**src/rtl/barrel_shifter_pkg.sv**
```systemverilog
// Package: barrel_shifter_pkg
// Purpose : shared shift-kind encoding for the barrel shifter and its checker.
// Assumes : kind codes are 3 bits wide; codes above RRX are unused.
package barrel_shifter_pkg;

    typedef enum logic [2:0] {
        SK_LSL = 3'd0,
        SK_LSR = 3'd1,
        SK_ASR = 3'd2,
        SK_ROR = 3'd3,
        SK_RRX = 3'd4
    } shift_kind_e;

endpackage

```
**src/rtl/bsh_stage_net.sv**
```systemverilog
// Module : bsh_stage_net
// Purpose: logarithmic right-shift network. Stage k moves the data right by
//          2**k when bit k of the count is set. In rotate mode the bits that
//          leave at the bottom re-enter at the top; otherwise the fill bit enters.
// Assumes: WIDTH is a power of two and LOG_W = log2(WIDTH).
module bsh_stage_net #(
    parameter int WIDTH = 32,
    parameter int LOG_W = 5
) (
    input  logic [WIDTH-1:0] data_i,
    input  logic [LOG_W-1:0] sh_i,
    input  logic             rotate_i,
    input  logic             fill_i,
    output logic [WIDTH-1:0] data_o
);

    logic [WIDTH-1:0] lvl [0:LOG_W];

    // stage 0 input is the raw operand
    assign lvl[0] = data_i;

    genvar k;
    generate
        for (k = 0; k < LOG_W; k++) begin : g_stage
            localparam int S = 1 << k;
            logic [WIDTH-1:0] moved;
            // build the shifted or rotated version of this stage's input
            always_comb begin
                if (rotate_i) begin
                    moved = {lvl[k][S-1:0], lvl[k][WIDTH-1:S]};
                end else begin
                    moved = {{S{fill_i}}, lvl[k][WIDTH-1:S]};
                end
            end
            // take it only when the matching count bit is set
            assign lvl[k+1] = sh_i[k] ? moved : lvl[k];
        end
    endgenerate

    assign data_o = lvl[LOG_W];

endmodule

```
**src/rtl/bsh_carry_pick.sv**
```systemverilog
// Module : bsh_carry_pick
// Purpose: selects one operand bit as the shifter carry, addressed by a
//          count-width index, through a flat compare-and-select.
// Assumes: the index is below WIDTH whenever the result is used.
module bsh_carry_pick #(
    parameter int WIDTH = 32,
    parameter int AMT_W = 8
) (
    input  logic [WIDTH-1:0] data_i,
    input  logic [AMT_W-1:0] idx_i,
    output logic             bit_o
);

    // one-hot compare per bit position, OR-combined
    always_comb begin
        bit_o = 1'b0;
        for (int i = 0; i < WIDTH; i++) begin
            if (idx_i == AMT_W'(i)) begin
                bit_o = data_i[i];
            end
        end
    end

endmodule

```
**src/rtl/barrel_shifter.sv**
```systemverilog
// Module : barrel_shifter
// Purpose: combinational operand shifter with carry-out. It supports
//          left/right logical, right arithmetic, rotate right, and rotate
//          right by one through the carry flag.
// Assumes: WIDTH is a power of two below 2**AMT_W. The block has no state,
//          so no clock or reset is taken. Left shifts reuse the right-shift
//          network on a bit-reversed operand.
module barrel_shifter
    import barrel_shifter_pkg::*;
#(
    parameter int WIDTH    = 32,
    parameter int AMT_IN_W = 32,
    parameter int AMT_W    = 8
) (
    input  logic [WIDTH-1:0]    opnd_i,
    input  logic [2:0]          kind_i,
    input  logic [AMT_IN_W-1:0] amount_i,
    input  logic                carry_i,
    output logic [WIDTH-1:0]    result_o,
    output logic                carry_o
);

    localparam int                LOG_W     = $clog2(WIDTH);
    localparam logic [AMT_W-1:0]  WIDTH_AMT = AMT_W'(WIDTH);

    logic [AMT_W-1:0] amt;
    logic             unused_amt_hi;
    logic             is_left, is_right, is_rot, is_rrx;
    logic             amt_zero, amt_over, amt_big;
    logic             fill;
    logic [WIDTH-1:0] core_in, core_out, rev_in, rev_out;
    logic [AMT_W-1:0] pick_idx;
    logic             picked;

    // count field: only the low byte is used, the rest is ignored
    assign amt           = amount_i[AMT_W-1:0];
    assign unused_amt_hi = ^amount_i[AMT_IN_W-1:AMT_W];

    // kind decode
    assign is_left  = (kind_i == SK_LSL);
    assign is_right = (kind_i == SK_LSR) || (kind_i == SK_ASR);
    assign is_rot   = (kind_i == SK_ROR);
    assign is_rrx   = (kind_i == SK_RRX);

    // count range classification
    assign amt_zero = (amt == '0);
    assign amt_big  = (amt >= WIDTH_AMT);
    assign amt_over = (amt >  WIDTH_AMT);

    // arithmetic shifts fill with the sign, all others with zero
    assign fill = (kind_i == SK_ASR) ? opnd_i[WIDTH-1] : 1'b0;

    // bit reversal so the right-shift network also serves left shifts
    genvar b;
    generate
        for (b = 0; b < WIDTH; b++) begin : g_rev
            assign rev_in[b]  = opnd_i[WIDTH-1-b];
            assign rev_out[b] = core_out[WIDTH-1-b];
        end
    endgenerate

    assign core_in = is_left ? rev_in : opnd_i;

    bsh_stage_net #(
        .WIDTH (WIDTH),
        .LOG_W (LOG_W)
    ) u_net (
        .data_i   (core_in),
        .sh_i     (amt[LOG_W-1:0]),
        .rotate_i (is_rot),
        .fill_i   (fill),
        .data_o   (core_out)
    );

    // carry index: bit (WIDTH - n) for left shifts, bit (n - 1) for right shifts
    assign pick_idx = is_left ? (WIDTH_AMT - amt) : (amt - AMT_W'(1));

    bsh_carry_pick #(
        .WIDTH (WIDTH),
        .AMT_W (AMT_W)
    ) u_pick (
        .data_i (opnd_i),
        .idx_i  (pick_idx),
        .bit_o  (picked)
    );

    // final result and carry selection per kind and count range
    always_comb begin
        result_o = opnd_i;
        carry_o  = carry_i;
        if (is_rrx) begin
            result_o = {carry_i, opnd_i[WIDTH-1:1]};
            carry_o  = opnd_i[0];
        end else if (amt_zero) begin
            result_o = opnd_i;
            carry_o  = carry_i;
        end else if (is_rot) begin
            result_o = core_out;
            carry_o  = core_out[WIDTH-1];
        end else if (is_left || is_right) begin
            if (amt_big) begin
                result_o = {WIDTH{fill}};
            end else begin
                result_o = is_left ? rev_out : core_out;
            end
            carry_o = amt_over ? fill : picked;
        end
    end

endmodule

```
**config.mk**
```make
export PLATFORM = sky130hd
export DESIGN_NAME = barrel_shifter
export DESIGN_NICKNAME = d
export VERILOG_FILES = /design/src/rtl/barrel_shifter_pkg.sv /design/src/rtl/bsh_stage_net.sv /design/src/rtl/bsh_carry_pick.sv /design/src/rtl/barrel_shifter.sv
export SDC_FILE = /design/constraint.sdc
export NUM_CORES = 1
export LEC_CHECK = 0
export ABC_CLOCK_PERIOD_IN_PS = 4800
export BUFFER_PORTS_ARGS = -buffer_cell sky130_fd_sc_hd__buf_4
export CAP_MARGIN = 20
export CELL_PAD_IN_SITES_DETAIL_PLACEMENT = 1
export CELL_PAD_IN_SITES_GLOBAL_PLACEMENT = 2
export CORE_ASPECT_RATIO = 0.5
export CORE_MARGIN = 10
export CORE_UTILIZATION = 30
export DETAILED_ROUTE_END_ITERATION = 8
export GPL_ROUTABILITY_DRIVEN = 0
export PLACE_DENSITY_LB_ADDON = 0.1
export SLEW_MARGIN = 0
export SYNTH_ARGS = -nofsm -noshare
export SYNTH_HDL_FRONTEND = slang
export SYNTH_SLANG_ARGS = --single-unit
```
**constraint.sdc**
```tcl
create_clock -name vclk -period 4.8
set_clock_uncertainty 0.15 [all_clocks]
set_input_delay 0.72 -clock vclk [all_inputs]
set_output_delay 0.72 -clock vclk [all_outputs]
set_load 0.05 [all_outputs]
```
== Yosys cells after proc, flatten, opt, wreduce, memory -nomap -nowiden ==
Cells that the tools add are included.
Widths: inputs -> output; s select.
Word-level totals
  register bits after elaboration: 0
  memories: 0
  ROM bits: 0
  bits in latches: 0
  input bits: 68
  bits in writable memories: 0
  output and inout port bits: 33
  logic and storage cells: 100
Operators by class
  muxes and demuxes: 56
  bitwise gates (word level): 0
  reductions and logical operators: 5
  divide/modulo/power cells: 0
  multipliers: 0
  order comparisons: 2
  $add $sub $neg: 2
  shifts and indexed selects: 0
  eq/ne operators: 35
Operator list (number)
  $mux 32: 17
  $eq 8x5->1 const B: 16
  $eq 8x4->1 const B: 8
  $mux 1: 38
  $eq 8x3->1 const B: 4
  $eq 8x2->1 const B: 2
  $logic_not 8->1: 2
  $eq 8x1->1 const B: 1
  $ge 8x6->1 const B: 1
  $gt 8x6->1 const B: 1
  $mux 8: 1
  $sub 6x8->8 const A: 1
  $sub 8x1->8 const B: 1
  $eq 3x2->1 const B: 2
  $eq 3x1->1 const B: 1
  $eq 3x3->1 const B: 1
  $logic_not 3->1: 1
  $logic_or 1x1->1: 2

== Logic depth before layout (Yosys ltp) ==
Gate-level depths: netlist of run 1.
  word-level depth: 40
  gate-level depth with buffers: 15
  depth with buffers taken out: 10

== By module ==
Synthesis of run 1 repeated with hierarchy kept, for this count alone.
Unflattened totals
  cell total of the unflattened synthesis: 762
  area, all modules: 5261.3 um^2
By module, submodules not included
  barrel_shifter: area an instance 2493.6 um^2, cells each 429, instances 1, sequential area each 0.0 um^2
  bsh_stage_net: area an instance 2233.4 um^2, cells each 254, instances 1, sequential area each 0.0 um^2
  bsh_carry_pick: area an instance 534.3 um^2, cells each 79, instances 1, sequential area each 0.0 um^2

== Worst setup path after synthesis of run 1 ==
Ideal clock, no wire load.
  path type: in2out
  from: input amount_i[0]
  to: output result_o[13]
  required time: 3.930 ns
  buffers on the path: 6
  arrival: 4.710 ns
  stages on the path: 11
  path slack: -0.780 ns
  cells stage by stage: buf_2 -> clkinv_1 -> buf_1 -> clkbuf_1 -> ha_1 -> clkbuf_1 -> nor4b_1 -> nand2_1 -> clkbuf_1 -> clkbuf_1 -> o311ai_0
Between the ends
  longest elaborated chain between the ends: 15
  elaborated cells between the ends (all ways): 17
  classes of those cells: order compare (1); mux (15); reduce/logical (1)
RTL lines
  from (decl): line barrel_shifter.sv:17  | input logic [AMT_IN_W-1:0] amount_i,
  $mux 32: line bsh_stage_net.sv:36  | assign lvl[k+1] = sh_i[k] ? moved : lvl[k];
  $mux 32: line bsh_stage_net.sv:29  | if (rotate_i) begin
  $mux 32: line bsh_stage_net.sv:36
  $mux 32: line bsh_stage_net.sv:29
  $mux 32: line bsh_stage_net.sv:36
  $mux 32: line bsh_stage_net.sv:29
  $mux 32: line bsh_stage_net.sv:36
  $mux 32: line bsh_stage_net.sv:29
  $mux 32: line bsh_stage_net.sv:36
  $mux 32: line barrel_shifter.sv:104  | result_o = is_left ? rev_out : core_out;
  $mux 32: line barrel_shifter.sv:101  | if (amt_big) begin
  $mux 32: line barrel_shifter.sv:100  | end else if (is_left || is_right) begin
  $mux 32: line barrel_shifter.sv:97  | end else if (is_rot) begin
  $mux 32 *: line barrel_shifter.sv:94  | end else if (amt_zero) begin
  $mux 32 *: line barrel_shifter.sv:91  | if (is_rrx) begin
  to (decl): line barrel_shifter.sv:19  | output logic [WIDTH-1:0] result_o,
Every way passes the cells marked *; elsewhere a longest branch is shown, timed or not.

== Final worst setup path of run 1 ==
  from: input kind_i[2]
  to: output result_o[30]
Between the ends
  longest elaborated chain between the ends: 18
  elaborated cells between the ends (all ways): 25
  classes of those cells: eq/ne (4); mux (18); reduce/logical (3)
RTL lines
  from (decl): line barrel_shifter.sv:16  | input logic [2:0] kind_i,
  $eq 3x2->1 / $logic_not 3->1 (equally long branches): line barrel_shifter.sv:41, barrel_shifter.sv:51, barrel_shifter.sv:40
  $mux 1 / $mux 32 (equally long branches): line barrel_shifter.sv:51, barrel_shifter.sv:62
  $mux 32: line bsh_stage_net.sv:29
  $mux 32: line bsh_stage_net.sv:36
  $mux 32: line bsh_stage_net.sv:29
  $mux 32: line bsh_stage_net.sv:36
  $mux 32: line bsh_stage_net.sv:29
  $mux 32: line bsh_stage_net.sv:36
  (+2 left out)
  $mux 32: line bsh_stage_net.sv:29
  $mux 32: line bsh_stage_net.sv:36
  $mux 32: line barrel_shifter.sv:104
  $mux 32: line barrel_shifter.sv:101
  $mux 32: line barrel_shifter.sv:100
  $mux 32: line barrel_shifter.sv:97
  $mux 32: line barrel_shifter.sv:94
  $mux 32 *: line barrel_shifter.sv:91
Marks and branches as above.

==> results by group, run 1 <==
Status
  – Status: complete, no violations

Timing
  – Least-Margin Pin Slew: 862.2 ps
  – RSZ-0062 raised after global routing: no
  – Final setup vio count: 0
  – Final min period: 4692 ps
  – Final Hold Vio Count: 0
  – Final worst slack: 108.3 ps
  – Setup TNS: 0 ps
  – Period utilisation layout: 97.74%
  – Final-report max-slew violation count: 0
  – Slew Limit Headroom: 42.31%
  – F_max: 213.1 MHz

Pwr
  – Leakage power: 0.002479 uW
  – Sw Ratio: 64.55%
  – Fraction of power consumed by the clock network: 0%
  – Internal: 354.3 uW
  – PD cells: 153.3 nW/um^2
  – Flop pwr share: 0%
  – Maximum VDD drop: 0.06604 mV
  – NetSw: 645.1 uW
  – Logic gate share of total power: 100.0%

Critical path
  – Worst setup SP type: input pin
  – CP Data Required Time: 3930 ps
  – CP Data Arrival Time: about 3800 ps
  – CP Capture Type: output pin
  – Max FO, Critical Path: 8
  – CP endpoint: result_o[30]
  – Critical path origin: kind_i[2]
  – Worst Path Class, Setup: input pin to output pin

Clock network
  – CTS Hold Bufs: 0
  – Setup bufs post-CTS: 0

Global routing
  – GRT Total Usage: 24.91%
  – Total gr overflow: 0
  – Initial antenna violation count: 1
  – Largest net degree at the start of global routing: 38
  – First-pass GRT wire length: between 40000 and 50000 um
  – Vias in the first global route: 7171

Yosys
  – Post-synthesis sequential area ratio: 0%
  – Syn Nets: 841
  – Cell taking the most area after synthesis: mux4_2
  – Top-area cell type share of the netlist area: 16.77%
  – Synth warn: 0
  – Syn_area_per_cell: roughly 7.1 um^2
  – Cell area after synthesis: 5508 um^2
  – Dominant cells by area after synthesis: mux4_2 (17%), mux2i_1 (7.6%), o21ai_0 (6.2%)
  – Library cells used by synthesis: 82
  – Synthesized instance count: 772
  – Top cells by count, synth: o21ai_0 (68), nor2_1 (66), a21oi_1 (65)
  – Top-count cell post-synth: o21ai_0

Floorplan
  – Die height: 115.8 um
  – Ports: 101
  – Num rows: 34
  – Die Area: 24510 um^2
  – Core Region: ~18000 um^2
  – Starting Density: 31.12%
  – DIE WIDTH: 211.6 um

Final layout
  – Nets: 888
  – # fillers: 2152
  – Fraction of layout cells with a size suffix above 1: a little over a quarter
  – Sequential Area: 0 um^2
  – Area delta synth->final: 18.36%
  – Multi-input gate area: 5091 um^2
  – Clk_buf instances: 0
  – Seq_cells: 0

Routing
  – Post-route DRC: 0
  – Routed via count: 7367
  – Antenna viol nets, final: 0
  – Initial DRC count: 726
  – Via/cell ratio: around 7.0
  – WL/cell: ~30 um
  – Drt pass-1 iters: 5
  – Routed Wire Length: roughly 32000 um

Min path
  – Worst hold path type: input pin to output pin

Placement
  – HPWL Detailed: 24640 um
  – Port Buffers: slightly below 80
  – Place WS: -13.90 ps

Flow run
  – Max cap viols: 0
[routing by layer]
metal / vias up / global-route usage, % / routed length (um)
met3: 40 / 9.297 / 4004
met5: - / 0 / 20
li1: 3193 / - / -
met4: 2 / 4.760 / 605
met1: 3738 / 33.47 / 13880
met2: 394 / 37.45 / 13350
[through the flow]
stage               utilization [%]  area (um^2)  power [uW]  hold WS, ps  std cells
floorplan                         -         5538       622.4         1521        772
global placement              36.67         6490       961.7         1786       1051
detailed placement            36.67         6490       970.2         1790       1051
CTS                           36.70         6495       974.1         1793       1051
global route                  36.82         6516        1053         1808       1051
finish                        36.84         6519       999.4         1799       1052
[timing repair]
item	4_1_cts	5_1_grt
pin swaps	0	0
hold endpoints to repair	0	0
cloned	0	0
gates resized for setup	2	4
endpoints found under the setup margin	3	17
[critical path, stage by stage]
cell and delay (ps):
buf_4 130, or3_4 460, buf_4 210, mux2i_1 150, mux4_2 530, mux2i_1 410, a221oi_1 180, a21oi_1 410
o221ai_1 220, o311ai_1 130, buf_4 250
[kinds of logic after synthesis]
kind of cell | after synthesis | share of synthesized area (%)
XOR/XNOR | 7 | 1.613
adder cells (fa/ha/maj) | 1 | 0.2271
buffers and inverters | 113 | 8.723
AND/OR/NAND/NOR | 232 | 20.56
AO/OA/AOI/OAI | 318 | 39.37
multiplexers | 101 | 29.51
[worst min-delay path by stage]
stage | from | endpoint | cells after the start
after floorplan | opnd_i[15] | result_o[14] | 2
after global placement | carry_i | result_o[31] | 4
after detailed placement | opnd_i[25] | result_o[24] | 4
after CTS | opnd_i[25] | result_o[24] | 4
after global routing | carry_i | result_o[31] | 4
final | carry_i | result_o[31] | 4
[power by group through the flow]
stage	logic [uW]	registers, uW	clock network (uW)
after floorplan	622	0	0
after global placement	962	0	0
after detailed placement	970	0	0
after CTS	974	0	0
after global routing	1050	0	0
final	999	0	0.00000868
[area by class of cell]
class	count	area share, %
Inverter	21	1.209
Timing Repair Buffer	137	16.16
Multi-Input combinational cell	659	78.10
Tap cell	234	4.491
Antenna cell	1	0.03839
[cells in the final DEF, fill, tap and decap left out, types with 6 or more instances in the layout]
| master | synthesis | final |
|---|---|---|
| and2_1 | 6 | 6 |
| nand2_1 | 54 | 54 |
| nand2b_1 | 6 | 6 |
| mux4_2 | 41 | 41 |
| o22ai_1 | 17 | 17 |
| a22oi_1 | 10 | 10 |
| o21ai_1 | 4 | 10 |
| o21ai_0 | 68 | 62 |
| nor3_1 | 34 | 32 |
| a221oi_1 | 18 | 17 |
| buf_4 | 3 | 135 |
| o221ai_1 | 21 | 20 |
| a211oi_1 | 15 | 14 |
| o211ai_1 | 12 | 12 |
| o31ai_1 | 12 | 11 |
| nand3_1 | 16 | 16 |
| mux2_2 | 12 | 12 |
| a31oi_1 | 10 | 10 |
| inv_1 | 19 | 19 |
| and3_1 | 14 | 14 |
| mux2i_1 | 42 | 41 |
| a21oi_1 | 65 | 65 |
| o21a_1 | 7 | 7 |
| nor2_1 | 66 | 66 |
Power figures use the tool's default switching activity.
==> inputs of run 2 (changes only) <==
- CORE_ASPECT_RATIO: 0.5 -> unset
==> run 2 against run 1 <==
Sequential cell count is the same. Worst hold slack better by 5.0 ps. Global-route usage rose by 0.36 points. Final cell count hardly changed. Setup slack got worse by 53 ps. Critical path depth unchanged. Sequential share of layout area is the same. Non-clock buffer count up 5. First-iteration DRC count up 11%. Combinational power about the same. Design area increased by 1.2%. Largest power group unchanged.
==> results by group, run 2 (synthesis gave the netlist of run 1 again) <==
Final layout
  – Seq_cells: 0
  – Area delta synth->final: 19.81%
  – Nets: ~900
  – Clk_buf instances: 0
  – Final core utilization: between 30% and 40%
  – Finished Cell Area: 6599 um^2
  – Commonest non-fill, non-tap cells in the layout: buf_4 (137), nor2_1 (66), a21oi_1 (64)
  – Commonest non-fill, non-tap cell in the layout: buf_4
  – Antenna cells: 0
  – Sequential Area: 0 um^2
  – Fraction of layout cells with a size suffix above 1: 27.74%

Timing
  – F_max: 210.8 MHz
  – Final min period: 4745 ps
  – Least-Margin Pin Slew: 849.5 ps
  – Final setup vio count: 0
  – Period utilisation layout: 98.85%
  – Final-report max-slew violation count: 0
  – Final Hold Vio Count: 0
  – Slew Limit Headroom: 42.57%
  – RSZ-0062 raised after global routing: yes

Critical path
  – Max FO, Critical Path: 8
  – CP Data Arrival Time: 3870 ps
  – Worst setup SP type: input pin
  – Worst Path Class, Setup: input pin to output pin
  – CP Data Required Time: slightly below 4000 ps
  – CP Capture Type: output pin
  – Critical path origin: kind_i[2]

Routing
  – Drt pass-1 iters: 5
  – Via/cell ratio: 7.128
  – WL/cell: 31.16 um
  – Routed via count: about 7500
  – Routed Wire Length: approximately 33000 um
  – Antenna viol nets, final: 0
  – Post-route DRC: 0
  – Initial DRC count: approximately 810

Floorplan
  – Starting Density: 30.56%
  – DIE WIDTH: 155.5 um
  – Ports: 101
  – Core Region: 18020 um^2
  – Die height: about 160 um
  – Die Area: around 24000 um^2
  – Num rows: a little under 50

Clock network
  – CTS Hold Bufs: 0

Placement
  – DP Area: roughly 6500 um^2
  – Port Buffers: 77
  – HPWL Detailed: between 20000 and 25000 um

Flow run
  – Max cap viols: 0

Pwr
  – Maximum VDD drop: 0.08202 mV
  – Leakage power: approximately 0.0025 uW
  – PD cells: 153.4 nW/um^2

Min path
  – Worst hold path type: input pin to output pin
  – Worst hold start: carry_i
  – Hold Path Stages: 4
  – Hold endpoint: result_o[31]

Status
  – Status: complete, no violations

Global routing
  – First-pass GRT wire length: 47860 um
  – Largest net degree at the start of global routing: 38
  – Total gr overflow: 0
  – GRT Total Usage: 25.27%
  – Initial antenna violation count: 0
  – Vias in the first global route: 7228
[run 2: per-layer routing]
layer | vias up | GRT usage (%) | wire length, um
met2 | 416 | 39.62 | 14850
met4 | 0 | 6.105 | 792
met5 | - | 0 | 0
met1 | 3815 | 34.78 | 14100
met3 | 57 | 4.797 | 2994
li1 | 3204 | - | -
[run 2: where the power goes]
part	switching (uW)	internal, uW
sequential	0	0
clock	0	0
combinational	653	360
[run 2: critical path, stage by stage]
cell and delay, ps:
buf_4 120, buf_4 170, o31a_1 330, or3b_2 530, and2_2 240, mux4_2 540
o31ai_1 310, o32ai_2 210, a211o_1 360, o211ai_1 110, buf_4 240
[run 2: how the worst max path moves through the flow]
| stage | to | slack, ps | cells after the start |
|---|---|---|---|
| 6_report | result_o[29] | 60 | 11 |
| 5_1_grt | result_o[23] | -40 | 12 |
| 4_1_cts | result_o[23] | 3 | 14 |
| 3_5_place_dp | result_o[23] | 20 | 14 |
| 3_3_place_gp | result_o[13] | 80 | 11 |
| 2_1_floorplan | result_o[27] | 0.8 | 11 |
[run 2: timing repair]
| item | 4_1_cts | 5_1_grt |
|---|---|---|
| setup endpoints to repair | 0 | 18 |
| resized for setup | 0 | 18 |
| hold endpoints to repair | 0 | 0 |
| buffers inserted | 0 | 6 |
[run 2: through the flow]
step | setup WS (ps) | hold WS (ps) | total power, uW | TNS (ps) | instances
final | 55.15 | 1804 | 1012 | 0 | 1051
after global routing | -40.63 | 1819 | 1060 | -40.63 | 1051
after CTS | 2.807 | 1794 | 976.2 | 0 | 1045
after detailed placement | 20.76 | 1788 | 972.8 | 0 | 1045
after global placement | 77.97 | 1781 | 957.8 | 0 | 1045
after floorplan | 0.8478 | 1521 | 622.4 | 0 | 772
[run 2: layout make-up]
cell class                 instances  area, um^2
fill                            2286       11430
inverter                          21       78.83
multi-input combinational        659        5114
tap                              229       286.5
timing repair buffer             142        1120
==> inputs of run 3 (changes only) <==
- ABC_CLOCK_PERIOD_IN_PS: 4800 -> 6000
- CORE_UTILIZATION: 30 -> 36
- clock period: 4.8 -> 6 ns (I/O delays scaled with it)
==> run 3 against run 2 <==
Combinational power decreased by 24%. Routed wire length decreased by 6.0%. Critical path type unchanged. Core utilization increased by 4.3 points. Worst hold slack improved by 340 ps. Critical endpoint is now result_o[23]. Non-clock buffer count decreased by 35. Clock-buffer cell count unchanged. Sequential share of layout area unchanged.
==> results by group, run 3 (synthesis gave the netlist of run 1 again) <==
Clock network
  – CTS Hold Bufs: 0
  – CTS resizes: 0
  – Setup bufs post-CTS: 0

Pwr
  – Leakage power: 0.002323 uW
  – Pwr Total: 766.5 uW
  – PD cells: around 120 nW/um^2
  – Maximum VDD drop: 0.07202 mV

Routing
  – Metal3 WL: around 3500 um
  – Met2 WL: ~14000 um
  – Highest routed metal layer: met4
  – Via/cell ratio: 7.591
  – Initial DRC count: 934
  – WL/cell: 31.55 um
  – Antenna viol nets, final: 0
  – Routed via count: ~7400
  – Routed Wire Length: 30770 um
  – Post-route DRC: 0
  – Drt pass-1 iters: 5
  – Met1 WL: ~12000 um

Min path
  – Worst hold path type: input pin to output pin
  – Hold Path Stages: 4
  – Hold endpoint: result_o[24]
  – Worst hold start: opnd_i[25]

Global routing
  – Total gr overflow: 0
  – GRT Total Usage: between 20 and 30%
  – Vias in the first global route: 7402
  – Initial antenna violation count: 0
  – First-pass GRT wire length: 46100 um
  – Largest net degree at the start of global routing: 44

Final layout
  – Nets: approximately 860
  – Area delta synth->final: 12.11%
  – Seq_cells: 0
  – Commonest non-fill, non-tap cell in the layout: buf_4
  – Commonest non-fill, non-tap cells in the layout: buf_4 (106), o21ai_0 (68), nor2_1 (66)
  – # fillers: 1861
  – Finished Cell Area: about 6200 um^2
  – Clk_buf instances: 0
  – Antenna cells: 0
  – Fraction of layout cells with a size suffix above 1: 22.49%
  – Sequential Area: 0 um^2
  – Multi-input gate area: 5045 um^2

Placement
  – Place WS: 394.0 ps
  – DP Area: 6175 um^2
  – Port Buffers: slightly below 80
  – HPWL Detailed: 22750 um

Critical path
  – Worst setup SP type: input pin
  – CP Data Required Time: between 4000 and 5000 ps
  – Critical path origin: kind_i[1]
  – Max FO, Critical Path: 19
  – CP max stage cell: or3_2
  – CP Data Arrival Time: between 4000 and 5000 ps
  – CP Capture Type: output pin
  – Worst Path Class, Setup: input pin to output pin
  – CP max stage delay: around 730 ps
  – CP dominant cell by count: buf_4
  – Critical-path cell list: buf_4 -> or3_2 -> buf_4 -> mux4_1 -> nor2_1 -> a2111oi_0 -> buf_4 -> o21ai_0 -> a32oi_1 -> o21ai_0 -> o21ai_0 -> buf_4

Status
  – Status: complete, no violations

Timing
  – Final worst slack: 275.3 ps
  – F_max: 174.7 MHz
  – Final Hold Vio Count: 0
  – Slew Limit Headroom: 35.63%
  – Final-report max-slew violation count: 0
  – Period utilisation layout: ~95%
  – Setup TNS: 0 ps
  – Final setup vio count: 0
  – RSZ-0062 raised after global routing: no
  – Least-Margin Pin Slew: between 900 and 1000 ps
  – Final min period: 5725 ps

Floorplan
  – Die height: about 140 um
  – Die Area: 20650 um^2
  – Starting Density: 36.50%
  – Ports: approximately 100
  – Core Region: 15090 um^2
  – DIE WIDTH: 143.7 um
  – Num rows: 45

Flow run
  – Max cap viols: 0
## run 3: cell count changes in the layout (fill, tap and decap cells not counted), moves of 3 or more
cell      delta
o311ai_0     +3
mux4_1       +3
o21ai_1      -6
mux4_2       -3
buf_4       -31
buf_12       -3
o21ai_0      +7
## run 3: cell type report
cell class | instances | area share, %
Timing Repair Buffer | 107 | 13.21
Multi-Input combinational cell | 659 | 81.70
Inverter | 21 | 1.277
Tap cell | 188 | 3.810
## run 3: routing by layer
layer	GRT usage, %	vias to the layer above
met1	39.04	3710
met5	0	-
met3	6.205	75
met2	44.43	485
li1	-	3131
met4	8.544	0
## run 3: critical path, delay by kind of cell
family	cells	cell delay, ps
AO/OA/AOI/OAI	5	1570
buffers and inverters	4	940
AND/OR/NAND/NOR	2	810
multiplexers	1	430
## run 3: per-stage QoR
step,instances,utilization (%),hold slack [ps]
floorplan,772,-,1933
global placement,975,40.92,2124
detailed placement,975,40.92,2131
CTS,975,40.92,2130
global route,975,40.92,2180
finish,975,40.92,2139
## run 3: power by group
group / internal [uW] / total (uW) / switching [uW]
Sequential: 0 / 0 / 0
Clock: 0 / 0 / 0
Combinational: 260 / 767 / 506
Total: 260 / 767 / 506
## run 3: worst max-delay path by stage
stage | to | slack [ps] | cells after the start
2_1_floorplan | result_o[13] | 60 | 11
3_3_place_gp | result_o[23] | 350 | 12
3_5_place_dp | result_o[23] | 390 | 12
4_1_cts | result_o[23] | 360 | 12
5_1_grt | result_o[23] | 20 | 12
6_report | result_o[23] | 280 | 12
